File: config.mk
export PLATFORM = sky130hd
export DESIGN_NAME = cfgport_unlock
export DESIGN_NICKNAME = d
export VERILOG_FILES = /design/src/rtl/cfgport_pkg.sv /design/src/rtl/cfgport_decode.sv /design/src/rtl/cfgport_keydet.sv /design/src/rtl/cfgport_regs.sv /design/src/rtl/cfgport_unlock.sv
export SDC_FILE = /design/constraint.sdc
export NUM_CORES = 1
export LEC_CHECK = 0
export CAP_MARGIN = 10
export CORE_MARGIN = 1.5
export CORE_UTILIZATION = 45
export CTS_BUF_LIST = sky130_fd_sc_hd__clkbuf_16
export DETAILED_ROUTE_END_ITERATION = 16
export PLACE_DENSITY = 0.82
export RECOVER_POWER = 50
export SLEW_MARGIN = 30
export SYNTH_ARGS = -nofsm -noshare
export SYNTH_HDL_FRONTEND = slang
export SYNTH_SLANG_ARGS = --single-unit
export TNS_END_PERCENT = 10
File: constraint.sdc
create_clock -name clk -period 2.4 [get_ports clk]
set_clock_uncertainty 0.2 [all_clocks]
set_input_delay 0.24 -clock clk [delete_from_list [all_inputs] [get_ports clk]]
set_output_delay 0.24 -clock clk [all_outputs]
set_load 0.1 [all_outputs]
File: src/rtl/cfgport_pkg.sv
package cfgport_pkg;
   localparam logic [7:0] IDX_MODE   = 8'h0C;
   localparam logic [7:0] IDX_SEL    = 8'h16;
   localparam logic [7:0] MODE_RST   = 8'h28;
   localparam logic [7:0] MODE_RSVD  = 8'h14;
   localparam logic [7:0] EXIT_CODE  = 8'hAA;
   localparam logic [7:0] IDLE_DATA  = 8'hFF;

   typedef struct packed {
      logic uarta_fast;
      logic uartb_fast;
      logic key_sel;
      logic rsvd4;
      logic uartb_normal;
      logic rsvd2;
      logic rx_inv;
      logic tx_inv;
   } mode_reg_t;
endpackage

File: src/rtl/cfgport_decode.sv
module cfgport_decode #(
   parameter int unsigned ADDR_W      = 16,
   parameter int unsigned BASE_LO     = 16'h250,
   parameter int unsigned BASE_HI     = 16'h3F0,
   parameter logic [7:0]  KEY_LO      = 8'h88,
   parameter logic [7:0]  KEY_HI      = 8'h86,
   parameter int unsigned KEY_REPS_HI = 2,
   localparam int unsigned CW         = $clog2(KEY_REPS_HI + 1)
) (
   input  logic              alt,
   input  logic              key_sel,
   output logic [ADDR_W-1:0] key_port,
   output logic [ADDR_W-1:0] idx_port,
   output logic [ADDR_W-1:0] dat_port,
   output logic [7:0]        key_val,
   output logic [CW-1:0]     reps_need
);
   always_comb begin
      key_port  = alt ? ADDR_W'(BASE_HI) : ADDR_W'(BASE_LO);
      idx_port  = alt ? ADDR_W'(BASE_HI) : ADDR_W'(BASE_LO + 1);
      dat_port  = idx_port + ADDR_W'(1);
      key_val   = (alt ? KEY_HI : KEY_LO) + {7'd0, key_sel};
      reps_need = alt ? CW'(KEY_REPS_HI) : CW'(1);
   end
endmodule

File: src/rtl/cfgport_keydet.sv
module cfgport_keydet
   import cfgport_pkg::*;
#(
   parameter int unsigned ADDR_W      = 16,
   parameter int unsigned KEY_REPS_HI = 2,
   localparam int unsigned CW         = $clog2(KEY_REPS_HI + 1)
) (
   input  logic              clk,
   input  logic              rst_n,
   input  logic              alt,
   input  logic              wr_en,
   input  logic [ADDR_W-1:0] addr,
   input  logic [7:0]        wdata,
   input  logic [ADDR_W-1:0] key_port,
   input  logic [ADDR_W-1:0] idx_port,
   input  logic [7:0]        key_val,
   input  logic [CW-1:0]     reps_need,
   output logic              unlocked
);
   logic [CW-1:0] hits;
   logic          alt_q;
   logic          key_wr, exit_wr;

   assign key_wr  = !unlocked && wr_en && (addr == key_port);
   assign exit_wr = unlocked && wr_en && (addr == idx_port) && (wdata == EXIT_CODE);

   always_ff @(posedge clk) begin
      if (!rst_n) begin
         unlocked <= 1'b0;
         hits     <= '0;
         alt_q    <= alt;
      end else begin
         alt_q <= alt;
         if (key_wr) begin
            if (wdata == key_val) begin
               if ((hits + CW'(1)) >= reps_need) begin
                  unlocked <= 1'b1;
                  hits     <= '0;
               end else begin
                  hits <= hits + CW'(1);
               end
            end else begin
               hits <= '0;
            end
         end else if (exit_wr) begin
            unlocked <= 1'b0;
         end
         if (alt != alt_q) hits <= '0;
      end
   end

   // an unlock is always caused by a key write to the key port
   assert_unlock_cause_R2: assert property (@(posedge clk) disable iff (!rst_n)
      $rose(unlocked) |-> $past(wr_en) && ($past(addr) == $past(key_port))
                          && ($past(wdata) == $past(key_val)));

   // with the high base, the key must already have been seen once
   assert_dual_key_R3: assert property (@(posedge clk) disable iff (!rst_n)
      ($rose(unlocked) && $past(alt)) |-> ($past(hits) == CW'(KEY_REPS_HI - 1)));

   // the exit code locks the space
   assert_exit_R7: assert property (@(posedge clk) disable iff (!rst_n)
      exit_wr |=> !unlocked);
endmodule

File: src/rtl/cfgport_regs.sv
module cfgport_regs
   import cfgport_pkg::*;
#(
   parameter int unsigned ADDR_W = 16
) (
   input  logic              clk,
   input  logic              rst_n,
   input  logic              strap_alt,
   input  logic              unlocked,
   input  logic              wr_en,
   input  logic [ADDR_W-1:0] addr,
   input  logic [7:0]        wdata,
   input  logic [ADDR_W-1:0] idx_port,
   input  logic [ADDR_W-1:0] dat_port,
   output mode_reg_t         mode,
   output logic              alt,
   output logic [7:0]        rd_val
);
   logic [7:0] idx;
   logic       idx_wr, dat_wr;

   assign idx_wr = unlocked && wr_en && (addr == idx_port) && (wdata != EXIT_CODE);
   assign dat_wr = unlocked && wr_en && (addr == dat_port);

   always_ff @(posedge clk) begin
      if (!rst_n) begin
         idx  <= 8'h00;
         mode <= mode_reg_t'(MODE_RST);
         alt  <= strap_alt;
      end else begin
         if (idx_wr) idx <= wdata;
         if (dat_wr) begin
            case (idx)
               IDX_MODE: mode <= mode_reg_t'(wdata & ~MODE_RSVD);
               IDX_SEL:  alt  <= wdata[0];
               default:  ;
            endcase
         end
      end
   end

   always_comb begin
      rd_val = IDLE_DATA;
      if (addr == dat_port) begin
         if (unlocked) begin
            case (idx)
               IDX_MODE: rd_val = mode;
               IDX_SEL:  rd_val = {7'd0, alt};
               default:  rd_val = 8'h00;
            endcase
         end
      end else if (unlocked && (addr == idx_port)) begin
         rd_val = idx;
      end
   end

   // a locked space keeps its registers
   assert_locked_hold_R8: assert property (@(posedge clk) disable iff (!rst_n)
      (!unlocked && wr_en) |=> ($stable(mode) && $stable(alt)));

   // unimplemented indexes take no writes
   assert_other_idx_R10: assert property (@(posedge clk) disable iff (!rst_n)
      (dat_wr && (idx != IDX_MODE) && (idx != IDX_SEL)) |=> ($stable(mode) && $stable(alt)));

   // reserved bits stay clear
   assert_rsvd_zero_R6: assert property (@(posedge clk) disable iff (!rst_n)
      (mode.rsvd4 == 1'b0) && (mode.rsvd2 == 1'b0));
endmodule

File: src/rtl/cfgport_unlock.sv
module cfgport_unlock
   import cfgport_pkg::*;
#(
   parameter int unsigned ADDR_W      = 16,
   parameter int unsigned BASE_LO     = 16'h250,
   parameter int unsigned BASE_HI     = 16'h3F0,
   parameter logic [7:0]  KEY_LO      = 8'h88,
   parameter logic [7:0]  KEY_HI      = 8'h86,
   parameter int unsigned KEY_REPS_HI = 2,
   parameter bit          RD_PIPE     = 1'b0
) (
   input  logic              clk,
   input  logic              rst_n,
   input  logic              strap_alt,
   input  logic [ADDR_W-1:0] bus_addr,
   input  logic [7:0]        bus_wdata,
   input  logic              bus_wr,
   input  logic              bus_rd,
   output logic [7:0]        bus_rdata,
   output logic              unlocked,
   output logic              uarta_fast,
   output logic              uartb_fast,
   output logic              uartb_normal,
   output logic              uartb_rx_inv,
   output logic              uartb_tx_inv
);
   localparam int unsigned CW = $clog2(KEY_REPS_HI + 1);

   if (ADDR_W < 10 || ADDR_W > 32) begin : g_bad_width
      $error("cfgport_unlock: ADDR_W out of range");
   end
   if (KEY_REPS_HI < 1) begin : g_bad_reps
      $error("cfgport_unlock: KEY_REPS_HI must be at least 1");
   end
   if ((BASE_HI + 1) >= (64'd1 << ADDR_W) || (BASE_LO + 2) >= (64'd1 << ADDR_W)) begin : g_bad_base
      $error("cfgport_unlock: base ports do not fit ADDR_W");
   end

   mode_reg_t         mode;
   logic              alt;
   logic [ADDR_W-1:0] key_port, idx_port, dat_port;
   logic [7:0]        key_val, rd_val;
   logic [CW-1:0]     reps_need;

   cfgport_decode #(
      .ADDR_W(ADDR_W), .BASE_LO(BASE_LO), .BASE_HI(BASE_HI),
      .KEY_LO(KEY_LO), .KEY_HI(KEY_HI), .KEY_REPS_HI(KEY_REPS_HI)
   ) u_decode (
      .alt(alt), .key_sel(mode.key_sel), .key_port(key_port), .idx_port(idx_port),
      .dat_port(dat_port), .key_val(key_val), .reps_need(reps_need)
   );

   cfgport_keydet #(.ADDR_W(ADDR_W), .KEY_REPS_HI(KEY_REPS_HI)) u_keydet (
      .clk(clk), .rst_n(rst_n), .alt(alt), .wr_en(bus_wr), .addr(bus_addr),
      .wdata(bus_wdata), .key_port(key_port), .idx_port(idx_port),
      .key_val(key_val), .reps_need(reps_need), .unlocked(unlocked)
   );

   cfgport_regs #(.ADDR_W(ADDR_W)) u_regs (
      .clk(clk), .rst_n(rst_n), .strap_alt(strap_alt), .unlocked(unlocked),
      .wr_en(bus_wr), .addr(bus_addr), .wdata(bus_wdata), .idx_port(idx_port),
      .dat_port(dat_port), .mode(mode), .alt(alt), .rd_val(rd_val)
   );

   assign uarta_fast   = mode.uarta_fast;
   assign uartb_fast   = mode.uartb_fast;
   assign uartb_normal = mode.uartb_normal;
   assign uartb_rx_inv = mode.rx_inv;
   assign uartb_tx_inv = mode.tx_inv;

   if (RD_PIPE) begin : g_rd_reg
      logic [7:0] rdata_q;
      always_ff @(posedge clk) begin
         if (!rst_n) rdata_q <= IDLE_DATA;
         else        rdata_q <= bus_rd ? rd_val : IDLE_DATA;
      end
      assign bus_rdata = rdata_q;
   end else begin : g_rd_comb
      assign bus_rdata = bus_rd ? rd_val : IDLE_DATA;

      // locked data-port reads float high
      assert_locked_read_R8: assert property (@(posedge clk) disable iff (!rst_n)
         (bus_rd && !unlocked && (bus_addr == dat_port)) |-> (bus_rdata == IDLE_DATA));
   end
endmodule

==> flow_metrics.env <==
export IMPL_fillers=123
export IMPL_required_ns=1.96
export IMPL_start_util_pct=46.9
export IMPL_placed_cells=242
export IMPL_antenna_found_initial=0
export IMPL_cts_hold_buf=0
export IMPL_synth_top_area_share_pct=28.1
export IMPL_timing_setup_tns_ns=-0.128
export IMPL_worstSetupPathType="in -> out"
export IMPL_clockPowerShare_pct=42.4
export IMPL_slew_headroom_pct=68.8
export IMPL_placed_area_um2=2100
export IMPL_multi_input_area_um2=1100
export IMPL_pwr_share_comb_pct=16.6
export IMPL_ys_seq_area_share_pct=30.4
export IMPL_tightest_slew_ns=0.468
export IMPL_hold_class="reg -> reg"
export IMPL_swShare_pct=22.5
export IMPL_grt_max_degree=23
export IMPL_core_area_um2=2730
export IMPL_first_global_vias=1607
export IMPL_drtIter0Drc=64
export IMPL_hpwl_mm=3.22
export IMPL_internal_power_mw=0.614
export IMPL_globalplace_congestion=0.891
export IMPL_violations="setup timing"
export IMPL_drive_above_1_share_pct=41.7
export IMPL_synth_fp_nets=176
export IMPL_timing_final_crit_share_pct=102
export IMPL_p_total_mw=0.793
export IMPL_routedWlPerCell_um=20.2
export IMPL_slew_violations=0
export IMPL_maxCapViolations=0
export IMPL_synth_area_top_cells="dfxtp_1, mux2i_1, nand2_1, o21ai_0, a211oi_1"
export IMPL_peakVddDrop_uv=690
export IMPL_startpoint_type="input port"
export IMPL_grt_ovfl_total=0
export IMPL_power_leakage_nw=0.872
export IMPL_routed_wl_mm=5.04
export IMPL_sequentialPowerShare_pct=41.0
export IMPL_whs_ns=0.315
export IMPL_cts_made_buffers=3
export IMPL_clockBufferDepth=2
export IMPL_worstPathMaxFanout=7
export IMPL_final_nets=250
export IMPL_arrival_ns=2.00
export IMPL_synth_warnings=0
export IMPL_seqCellArea_um2=392
export IMPL_ios=43
export IMPL_synthesis_area_um2=1280
export IMPL_grt_total_usage_pct=32.0
export IMPL_area_growth_pct=86.6
export IMPL_clkSlewWorstSetupHoldPaths_ns=0.05
export IMPL_clock_sinks=19
export IMPL_cts_tree="yes"
export IMPL_yosys_area_top_type="dfxtp_1"
export IMPL_synth_flop_cell="dfxtp_1"
export IMPL_cts_root_buf="clkbuf_16"
export IMPL_htreeDepth=1
export IMPL_finalWorstSetupSlack_ns=-0.0399
export IMPL_rsz0062_at_grt="yes"
export IMPL_instances_no_fill=249
export IMPL_cp_end_kind="output pin"
export IMPL_synth_area_per_cell_um2=8.84
export IMPL_port_buffer_count=42
export IMPL_dieArea_um2=3180
export IMPL_synth_cell_types=46
export IMPL_outcome="finished, violations left"
export IMPL_dieWidth_um=56.4
export IMPL_final_common_cell="buf_4"
export IMPL_dieHeight_um=56.4
export IMPL_row_count=19
export IMPL_vias_per_cell=6.25
export IMPL_period_needed_ns=2.44
export IMPL_synth_edf_count=1
export IMPL_setup_viol=4
export IMPL_powerDensity_nw_per_um2=331
export IMPL_async_reset_ff_share_pct=0
export IMPL_vias=1557
export IMPL_syn_inst=145
export IMPL_utilization_pct=87.6
export IMPL_synth_seq_cells=19
export IMPL_final_area_um2=2390
export IMPL_clock_latency_ns=0.25
export IMPL_hold_viol=0
export IMPL_power_switching_mw=0.179
export IMPL_drcViolationCount=0
export IMPL_fmax_mhz=410
export IMPL_first_pass_iters=4
export IMPL_antenna_cells=0
export IMPL_place_ws_ns=-0.166
export IMPL_drtAntennaViolNets=0
export IMPL_most_common_layout_cells="buf_4, clkdlybuf4s50_1, nand2_1, dfxtp_1, mux2i_1"
export IMPL_grt_first_pass_wirelength_mm=7.80
## critical path: stages
cell and delay, ns:
clkdlybuf4s50_1 0.42, nor4_2 0.26, buf_4 0.17, nand4_2 0.12, buf_6 0.19, a211oi_2 0.20
buf_4 0.16, o21ai_4 0.05, buf_12 0.17
## kinds of logic after synthesis
group / after synthesis / share of synthesized area [%]
mux: 13 / 10.1
flops: 19 / 30.4
buf+inv: 9 / 3.80
xor+xnor: 4 / 2.73
compound gates: 32 / 18.7
fa+ha+maj: 2 / 1.95
simple gates: 66 / 32.2
## worst paths after layout
check / from / to / slack (ns) / cells after the start
min reg2reg: u_regs.mode[0] / u_regs.mode[0] / 0.32 / 2
max: bus_addr[15] / bus_rdata[5] / -0.04 / 9
max reg2reg: u_regs.alt / u_keydet.unlocked / 0.13 / 5
min: u_regs.mode[0] / u_regs.mode[0] / 0.32 / 2
## cell usage after synthesis (2+ instances only)
master	instances
nand4b_1	3
a211oi_1	7
nand4_1	3
o31ai_1	2
nor3_1	8
dfxtp_1	18
nor3b_1	2
buf_6	2
nand2_1	21
and4_1	2
nor4_1	2
nor2b_1	4
mux2i_1	13
o21ai_0	11
inv_1	3
nor2_1	6
clkbuf_1	4
ha_1	2
and2_1	2
xor2_1	4
## per-layer routing
layer,GRT usage (%),part of all wire [%],vias to the layer above
met4,15.3,4.8,0
li1,-,-,695
met2,58.3,52,104
met3,5.53,7.9,24
met5,0,0,-
met1,35.5,35,734
## repair_timing
item	in CTS	in global routing
resized for setup	25	20
setup endpoints to repair	8	8
pin swaps	7	7
setup buffers	4	2
cloned	1	0
## cell type report
| cell class | count | area share [%] |
|---|---|---|
| clock buffers | 3 | 3.14 |
| well taps | 31 | 1.62 |
| clock inverters | 1 | 0.157 |
| repair buffers | 75 | 32.1 |
| multi-input cells | 117 | 46.2 |
| flip-flops and latches | 19 | 16.4 |
| inverters | 3 | 0.470 |
## power groups by stage
stage | Sequential (mW) | Combinational [mW] | Clock, mW
after floorplan | 0.330 | 0.0441 | 0
after global placement | 0.333 | 0.114 | 0
after detailed placement | 0.333 | 0.118 | 0
after CTS | 0.325 | 0.126 | 0.340
after global routing | 0.325 | 0.139 | 0.356
final | 0.325 | 0.132 | 0.337
## state kept, by name, indices dropped and copies added (netlist names)
name	cells
u_regs.idx	8
u_regs.mode	6
u_keydet.hits	2
u_keydet.alt_q	1
u_keydet.unlocked	1
u_regs.alt	1
Power figures use the tool's default switching activity.
